### config.mk
export PLATFORM = sky130hd
export DESIGN_NAME = mmio_slave_port
export DESIGN_NICKNAME = d
export VERILOG_FILES = /design/src/rtl/mmio_slave_pkg.sv /design/src/rtl/mmio_in_stage.sv /design/src/rtl/mmio_win_decode.sv /design/src/rtl/mmio_strobe_gen.sv /design/src/rtl/mmio_rdata_out.sv /design/src/rtl/mmio_slave_port.sv
export SDC_FILE = /design/constraint.sdc
export NUM_CORES = 1
export LEC_CHECK = 0
export CORE_MARGIN = 2
export CORE_UTILIZATION = 61
export CTS_CLUSTER_DIAMETER = 40
export DETAILED_ROUTE_END_ITERATION = 8
export DONT_BUFFER_PORTS = 1
export PLACE_DENSITY = 0.85
export SLEW_MARGIN = 25
export SYNTH_ARGS = -nofsm -noshare
export SYNTH_HDL_FRONTEND = slang
export SYNTH_SLANG_ARGS = --single-unit
### constraint.sdc
create_clock -name clk -period 2.4 [get_ports clk]
set_input_delay 0.12 -clock clk [delete_from_list [all_inputs] [get_ports clk]]
set_output_delay 0.12 -clock clk [all_outputs]
set_load 0.01 [all_outputs]
### src/rtl/mmio_slave_pkg.sv
package mmio_slave_pkg;

    localparam int unsigned ADDR_W  = 32;
    localparam int unsigned DATA_W  = 32;
    localparam int unsigned COEF_W  = 12;
    localparam int unsigned NUM_STB = 5;

    typedef enum int unsigned {
        STB_RD_DATA  = 0,
        STB_RD_FULL  = 1,
        STB_RD_EMPTY = 2,
        STB_WR_RUN   = 3,
        STB_WR_COEF  = 4
    } stb_e;

    // word offset within the window that each strobe responds to
    function automatic int unsigned stb_word(input int unsigned s);
        case (s)
            STB_RD_DATA:  return 0;
            STB_RD_FULL:  return 1;
            STB_RD_EMPTY: return 2;
            STB_WR_RUN:   return 0;
            default:      return 1;
        endcase
    endfunction

    function automatic logic stb_is_read(input int unsigned s);
        return (s <= STB_RD_EMPTY) ? 1'b1 : 1'b0;
    endfunction

    typedef struct packed {
        logic              sel;
        logic              rnw;
        logic [ADDR_W-1:0] addr;
        logic [DATA_W-1:0] wdata;
    } bus_in_t;

endpackage

### src/rtl/mmio_in_stage.sv
module mmio_in_stage
    import mmio_slave_pkg::*;
(
    input  logic    clk,
    input  logic    rst,
    input  bus_in_t bus_i,
    output bus_in_t bus_q
);
    bus_in_t reg_d, reg_q;

    always_comb begin
        reg_d = bus_i;
        if (rst) begin
            reg_d = '0;
        end
    end

    always_ff @(posedge clk) begin
        reg_q <= reg_d;
    end

    assign bus_q = reg_q;
endmodule

### src/rtl/mmio_win_decode.sv
module mmio_win_decode #(
    parameter int unsigned          ADDR_W    = 32,
    parameter int unsigned          WIN_BITS  = 8,
    parameter logic [ADDR_W-1:0]    BASE_ADDR = '0,
    localparam int unsigned         OFF_W     = WIN_BITS - 2
) (
    input  logic [ADDR_W-1:0] addr,
    input  logic              sel,
    output logic              hit,
    output logic [OFF_W-1:0]  word_idx
);
    localparam logic [ADDR_W-WIN_BITS-1:0] BASE_TAG = BASE_ADDR[ADDR_W-1:WIN_BITS];

    logic tag_eq;
    logic [1:0] unused_lane;

    always_comb begin
        tag_eq   = (addr[ADDR_W-1:WIN_BITS] == BASE_TAG);
        hit      = sel & tag_eq;
        word_idx = addr[WIN_BITS-1:2];
    end

    assign unused_lane = addr[1:0];
endmodule

### src/rtl/mmio_strobe_gen.sv
module mmio_strobe_gen
    import mmio_slave_pkg::*;
#(
    parameter int unsigned OFF_W = 6
) (
    input  logic               clk,
    input  logic               rst,
    input  logic               hit,
    input  logic               rnw,
    input  logic [OFF_W-1:0]   word_idx,
    output logic [NUM_STB-1:0] stb_nxt,
    output logic [NUM_STB-1:0] stb_q,
    output logic               ack_q
);
    localparam int unsigned KEY_W = OFF_W + 2;

    typedef struct packed {
        logic               ack;
        logic               done;
        logic [NUM_STB-1:0] stb;
    } st_t;

    st_t st_d, st_q;
    logic             ack_nxt;
    logic [KEY_W-1:0] key;
    logic [NUM_STB-1:0] match;

    assign ack_nxt = hit & ~st_q.done;
    assign key     = {word_idx, rnw, ack_nxt};

    for (genvar g = 0; g < NUM_STB; g++) begin : g_cmp
        localparam logic [KEY_W-1:0] REF =
            {OFF_W'(stb_word(g)), stb_is_read(g), 1'b1};
        assign match[g] = (key == REF);
    end

    always_comb begin
        st_d      = st_q;
        st_d.ack  = ack_nxt;
        st_d.done = hit & (st_q.done | ack_nxt);
        st_d.stb  = match;
        if (rst) begin
            st_d = '0;
        end
    end

    always_ff @(posedge clk) begin
        st_q <= st_d;
    end

    assign stb_nxt = st_d.stb;
    assign stb_q   = st_q.stb;
    assign ack_q   = st_q.ack;
endmodule

### src/rtl/mmio_rdata_out.sv
module mmio_rdata_out
    import mmio_slave_pkg::*;
#(
    parameter int unsigned OUT_DW = 24
) (
    input  logic               clk,
    input  logic               rst,
    input  logic [NUM_STB-1:0] stb_nxt,
    input  logic [OUT_DW-1:0]  ofifo_data,
    input  logic               ofifo_full,
    input  logic               ofifo_empty,
    output logic [DATA_W-1:0]  rd_data
);
    logic [DATA_W-1:0] rd_d, rd_q;

    always_comb begin
        rd_d = '0;
        if (stb_nxt[STB_RD_DATA]) begin
            rd_d = DATA_W'(ofifo_data);
        end else if (stb_nxt[STB_RD_FULL]) begin
            rd_d = DATA_W'(ofifo_full);
        end else if (stb_nxt[STB_RD_EMPTY]) begin
            rd_d = DATA_W'(ofifo_empty);
        end
        if (rst) begin
            rd_d = '0;
        end
    end

    always_ff @(posedge clk) begin
        rd_q <= rd_d;
    end

    assign rd_data = rd_q;
endmodule

### src/rtl/mmio_slave_port.sv
module mmio_slave_port
    import mmio_slave_pkg::*;
#(
    parameter logic [31:0] BASE_ADDR = 32'h8000_0400,
    parameter logic [31:0] HIGH_ADDR = 32'h8000_04FF,
    parameter int unsigned OUT_DW    = 24
) (
    input  logic              clk,
    input  logic              bus_rst,
    input  logic [31:0]       bus_addr,
    input  logic [31:0]       bus_wdata,
    input  logic              bus_rnw,
    input  logic              bus_sel,
    input  logic [OUT_DW-1:0] ofifo_data,
    input  logic              ofifo_full,
    input  logic              ofifo_empty,
    output logic [31:0]       rd_data,
    output logic              xfer_ack,
    output logic              retry_o,
    output logic              tout_sup_o,
    output logic              err_ack_o,
    output logic              run_o,
    output logic              coef_push,
    output logic [11:0]       coef_data,
    output logic              ofifo_pop
);
    localparam logic [31:0] SPAN     = HIGH_ADDR - BASE_ADDR + 32'd1;
    localparam int unsigned WIN_BITS = $clog2(SPAN);
    localparam int unsigned OFF_W    = WIN_BITS - 2;

    typedef struct packed {
        logic              run;
        logic              run_val;
        logic [COEF_W-1:0] coef;
    } ctl_t;

    bus_in_t            bus_i, bus_q;
    logic               hit;
    logic [OFF_W-1:0]   word_idx;
    logic [NUM_STB-1:0] stb_nxt, stb_q;
    logic               ack_q;
    ctl_t               ctl_d, ctl_q;
    logic [DATA_W-COEF_W-2:0] unused_wdata;

    assign bus_i = '{sel: bus_sel, rnw: bus_rnw, addr: bus_addr, wdata: bus_wdata};

    mmio_in_stage u_in (
        .clk   (clk),
        .rst   (bus_rst),
        .bus_i (bus_i),
        .bus_q (bus_q)
    );

    mmio_win_decode #(
        .ADDR_W    (ADDR_W),
        .WIN_BITS  (WIN_BITS),
        .BASE_ADDR (BASE_ADDR)
    ) u_dec (
        .addr     (bus_q.addr),
        .sel      (bus_q.sel),
        .hit      (hit),
        .word_idx (word_idx)
    );

    mmio_strobe_gen #(
        .OFF_W (OFF_W)
    ) u_stb (
        .clk      (clk),
        .rst      (bus_rst),
        .hit      (hit),
        .rnw      (bus_q.rnw),
        .word_idx (word_idx),
        .stb_nxt  (stb_nxt),
        .stb_q    (stb_q),
        .ack_q    (ack_q)
    );

    mmio_rdata_out #(
        .OUT_DW (OUT_DW)
    ) u_rd (
        .clk         (clk),
        .rst         (bus_rst),
        .stb_nxt     (stb_nxt),
        .ofifo_data  (ofifo_data),
        .ofifo_full  (ofifo_full),
        .ofifo_empty (ofifo_empty),
        .rd_data     (rd_data)
    );

    always_comb begin
        ctl_d = ctl_q;
        if (stb_q[STB_WR_RUN]) begin
            ctl_d.run = ctl_q.run_val;
        end
        if (stb_nxt[STB_WR_RUN]) begin
            ctl_d.run_val = bus_q.wdata[0];
        end
        if (stb_nxt[STB_WR_COEF]) begin
            ctl_d.coef = bus_q.wdata[COEF_W-1:0];
        end
        if (bus_rst) begin
            ctl_d = '0;
        end
    end

    always_ff @(posedge clk) begin
        ctl_q <= ctl_d;
    end

    assign unused_wdata = bus_q.wdata[DATA_W-1:COEF_W+1];

    assign xfer_ack   = ack_q;
    assign run_o      = ctl_q.run;
    assign coef_push  = stb_q[STB_WR_COEF];
    assign coef_data  = ctl_q.coef;
    assign ofifo_pop  = stb_q[STB_RD_DATA];
    assign retry_o    = 1'b0;
    assign tout_sup_o = 1'b0;
    assign err_ack_o  = 1'b0;
endmodule

==> results.sh <==
export IMPL_setup_viol=0
export IMPL_clkPwrFrac_pct=37.0
export IMPL_critPathLaunch="u_in.bus_q[40]"
export IMPL_area_delta_synth_final_pct=26.76
export IMPL_clockBufferDepth=2
export IMPL_yosys_most_used_dff="dfxtp_1"
export IMPL_tns_ns=0
export IMPL_seqPwrFrac_pct=56.1
export IMPL_syn_cell_area_um2=2983
export IMPL_die_w_um=73.93
export IMPL_post_synth_cell_area_avg_um2=11.47
export IMPL_status="completed"
export IMPL_internal_power_mw=2.110
export IMPL_yosysSeqAreaShare_pct=58.39
export IMPL_num_rows=25
export IMPL_rsz0062_at_grt="false"
export IMPL_io_pins=145
export IMPL_drv_slew=0
export IMPL_gr_usage_all_layers_pct=23.73
export IMPL_min_from="bus_rst"
export IMPL_combPwrFrac_pct=6.9
export IMPL_whs_ns=0.06243
export IMPL_synth_seq_cells=87
export IMPL_portBuffers=0
export IMPL_power_switching_mw=0.5672
export IMPL_path_class="reg2reg"
export IMPL_wl_per_cell_um=16.20
export IMPL_netlist_top_cells_count="dfxtp_1 (87), nor2b_1 (44), nand2b_1 (25), and2_1 (23), buf_4 (23)"
export IMPL_dieArea_um2=5466
export IMPL_die_y_um=73.93
export IMPL_final_min_clock_period_ns=1.793
export IMPL_arrival_ns=2.05
export IMPL_synth_most_common_cell="dfxtp_1"
export IMPL_drt_iter0_markers=80
export IMPL_overflow=0
export IMPL_hold_violations=0
export IMPL_worst_path_max_fanout=13
export IMPL_end_kind="flop"
export IMPL_power_density_nw_per_um2=708.0
export IMPL_synth_cell_types=29
export IMPL_drtPass1Iterations=4
export IMPL_cts_root_buf="clkbuf_8"
export IMPL_drt_total_wl_mm=6.302
export IMPL_fin_crit_sh_pct=74.70
export IMPL_synth_edf_count=0
export IMPL_synth_top_area_cell="dfxtp_1"
export IMPL_synth_top_area_share_pct=58.39
export IMPL_route_detailed_drc=0
export IMPL_synth_area_top_cells="dfxtp_1 (58%), nor2b_1 (9.2%), buf_4 (5.8%)"
export IMPL_synthCells=260
export IMPL_antenna_found_initial=0
export IMPL_antenna_cells=0
export IMPL_clock_latency_ns=0.34
export IMPL_via_per_inst=4.707
export IMPL_cts_setup_buffers=0
export IMPL_fin_worst_skew_ns=0.01560
export IMPL_h_tree_depth=3
export IMPL_irDropWorstVdd_v=0.0005894
export IMPL_fp_coreArea_um2=4723
export IMPL_start_util_pct=63.15
export IMPL_route_vias_total=1831
export IMPL_fmax_ghz=0.5578
export IMPL_fin_nets=411
export IMPL_power_leakage_nw=1.450
export IMPL_layout_drive_gt1_share_pct=8.075
export IMPL_clk_pin_slew_ns=0.08
export IMPL_synthArstFlopShare_pct=0
export IMPL_grt_max_degree=74
export IMPL_maxCapViolCount=0
export IMPL_rr_startpoint="u_in.bus_q[40]"
export IMPL_grt_pass1_vias=1833
export IMPL_ys_warnings_count=0
export IMPL_cts_num_sinks=87
export IMPL_crit_required_ns=2.66
export IMPL_dp_hpwl_mm=3.088
export IMPL_grt_pass1_wl_mm=9.232
export IMPL_place_congestion=0.6989
export IMPL_p_sw_share_pct=21.19
export IMPL_post_cts_resized=0
export IMPL_cts_tree="built"
export IMPL_ant_nets=0
export IMPL_hp_class="in2reg"
export IMPL_cp_start_kind="flop"
export IMPL_cts_buffers=9
area by class of cell:
class / instances / area (um2)
Multi-Input combinational cell: 148 / 1047
Clock inverter: 3 / 42.54
Tap cell: 67 / 83.83
Timing Repair Buffer: 70 / 713.2
Inverter: 1 / 3.754
Clock buffer: 13 / 148.9
Fill cell: 259 / 942.2
Sequential cell: 87 / 1742
worst paths after layout:
path                                       end  slack (ns)  cells after the start
worst min-delay path            u_stb.stb_q[3]        0.06                      3
worst max-delay path              coef_data[7]        0.61                      5
worst min register to register    coef_data[6]        0.45                      2
worst max register to register    coef_data[7]        0.61                      5
kinds of logic (layout without fill, tap and decap cells):
group	Yosys count	in the layout	share of synthesized area (%)
simple gates	120	120	28.44
flops	87	87	58.39
buf+inv	35	87	7.760
mux	14	14	4.698
compound gates	3	3	0.5870
other cells	1	11	0.1257
layout by cell type (no fill, tap or decap):
cell type       n
nand2_1         2
nand4_4         1
nand4bb_1       1
bufinv_16       1
nor2_1          7
a21oi_1         1
nor3_1          1
o31ai_1         1
clkinv_2        1
nor4_4          4
nand3b_1        2
nor4_1          3
dfxtp_1        87
mux2i_1        14
nand2b_1       25
and2_1         23
or4_1           1
dlygate4sd3_1  67
nand3_2         1
nor4b_4         1
nor4b_2         2
nor2b_1        44
or2_2           1
conb_1         11
o21ai_0         1
clkinvlp_4      1
nand3_1         1
buf_16          1
clkbuf_8       10
clkbuf_1        3
buf_4           2
inv_1           1
worst max-delay path, stage by stage, from the launching register on:
cell	delay [ns]
dfxtp_1	0.32
nor4b_2	0.36
nand3_2	0.23
nor4_4	0.30
buf_4	0.28
mux2i_1	0.22
timing repair:
item,4_1_cts,5_1_grt
hold buffers,68,0
hold endpoints to repair,84,0
setup endpoints to repair,0,0
state kept, by name, summed over array words and instances, names as in the netlist:
| name | cells |
|---|---|
| run_o | 1 |
| u_in.bus_q | 44 |
| ctl_q | 1 |
| u_stb.stb_q | 3 |
| u_stb.st_q | 1 |
| u_stb.ack_q | 1 |
| u_rd.rd_data | 24 |
| coef_data | 12 |
power groups by stage:
stage	clock (mW)	combinational, mW	sequential (mW)
2_1_floorplan	0	0.0926	1.53
3_3_place_gp	0	0.0713	1.53
3_5_place_dp	0	0.0733	1.54
4_1_cts	0.984	0.177	1.50
5_1_grt	1.08	0.199	1.51
6_report	0.990	0.184	1.50
through the flow:
| step | cell area (um2) | instances | total power [mW] | setup slack (ns) | util [%] |
|---|---|---|---|---|---|
| finish | 3781 | 389 | 2.677 | 0.6073 | 80.05 |
| global placement | 2892 | 305 | 1.605 | 0.6985 | 61.22 |
| CTS | 3781 | 389 | 2.661 | 0.6159 | 80.05 |
| floorplan | 3020 | 270 | 1.624 | 0.7271 | - |
| global route | 3781 | 389 | 2.781 | 0.4200 | 80.05 |
| detailed placement | 2892 | 305 | 1.609 | 0.6382 | 61.22 |
metal layers:
metal | GRT usage (%) | up-vias | part of all wire [%]
li1 | - | 905 | -
met1 | 25.85 | 854 | 38
met2 | 42.36 | 66 | 55
met3 | 8.401 | 6 | 5.5
met4 | 8.889 | 0 | 1.3
met5 | 0 | - | 0
Power figures use the tool's default switching activity.
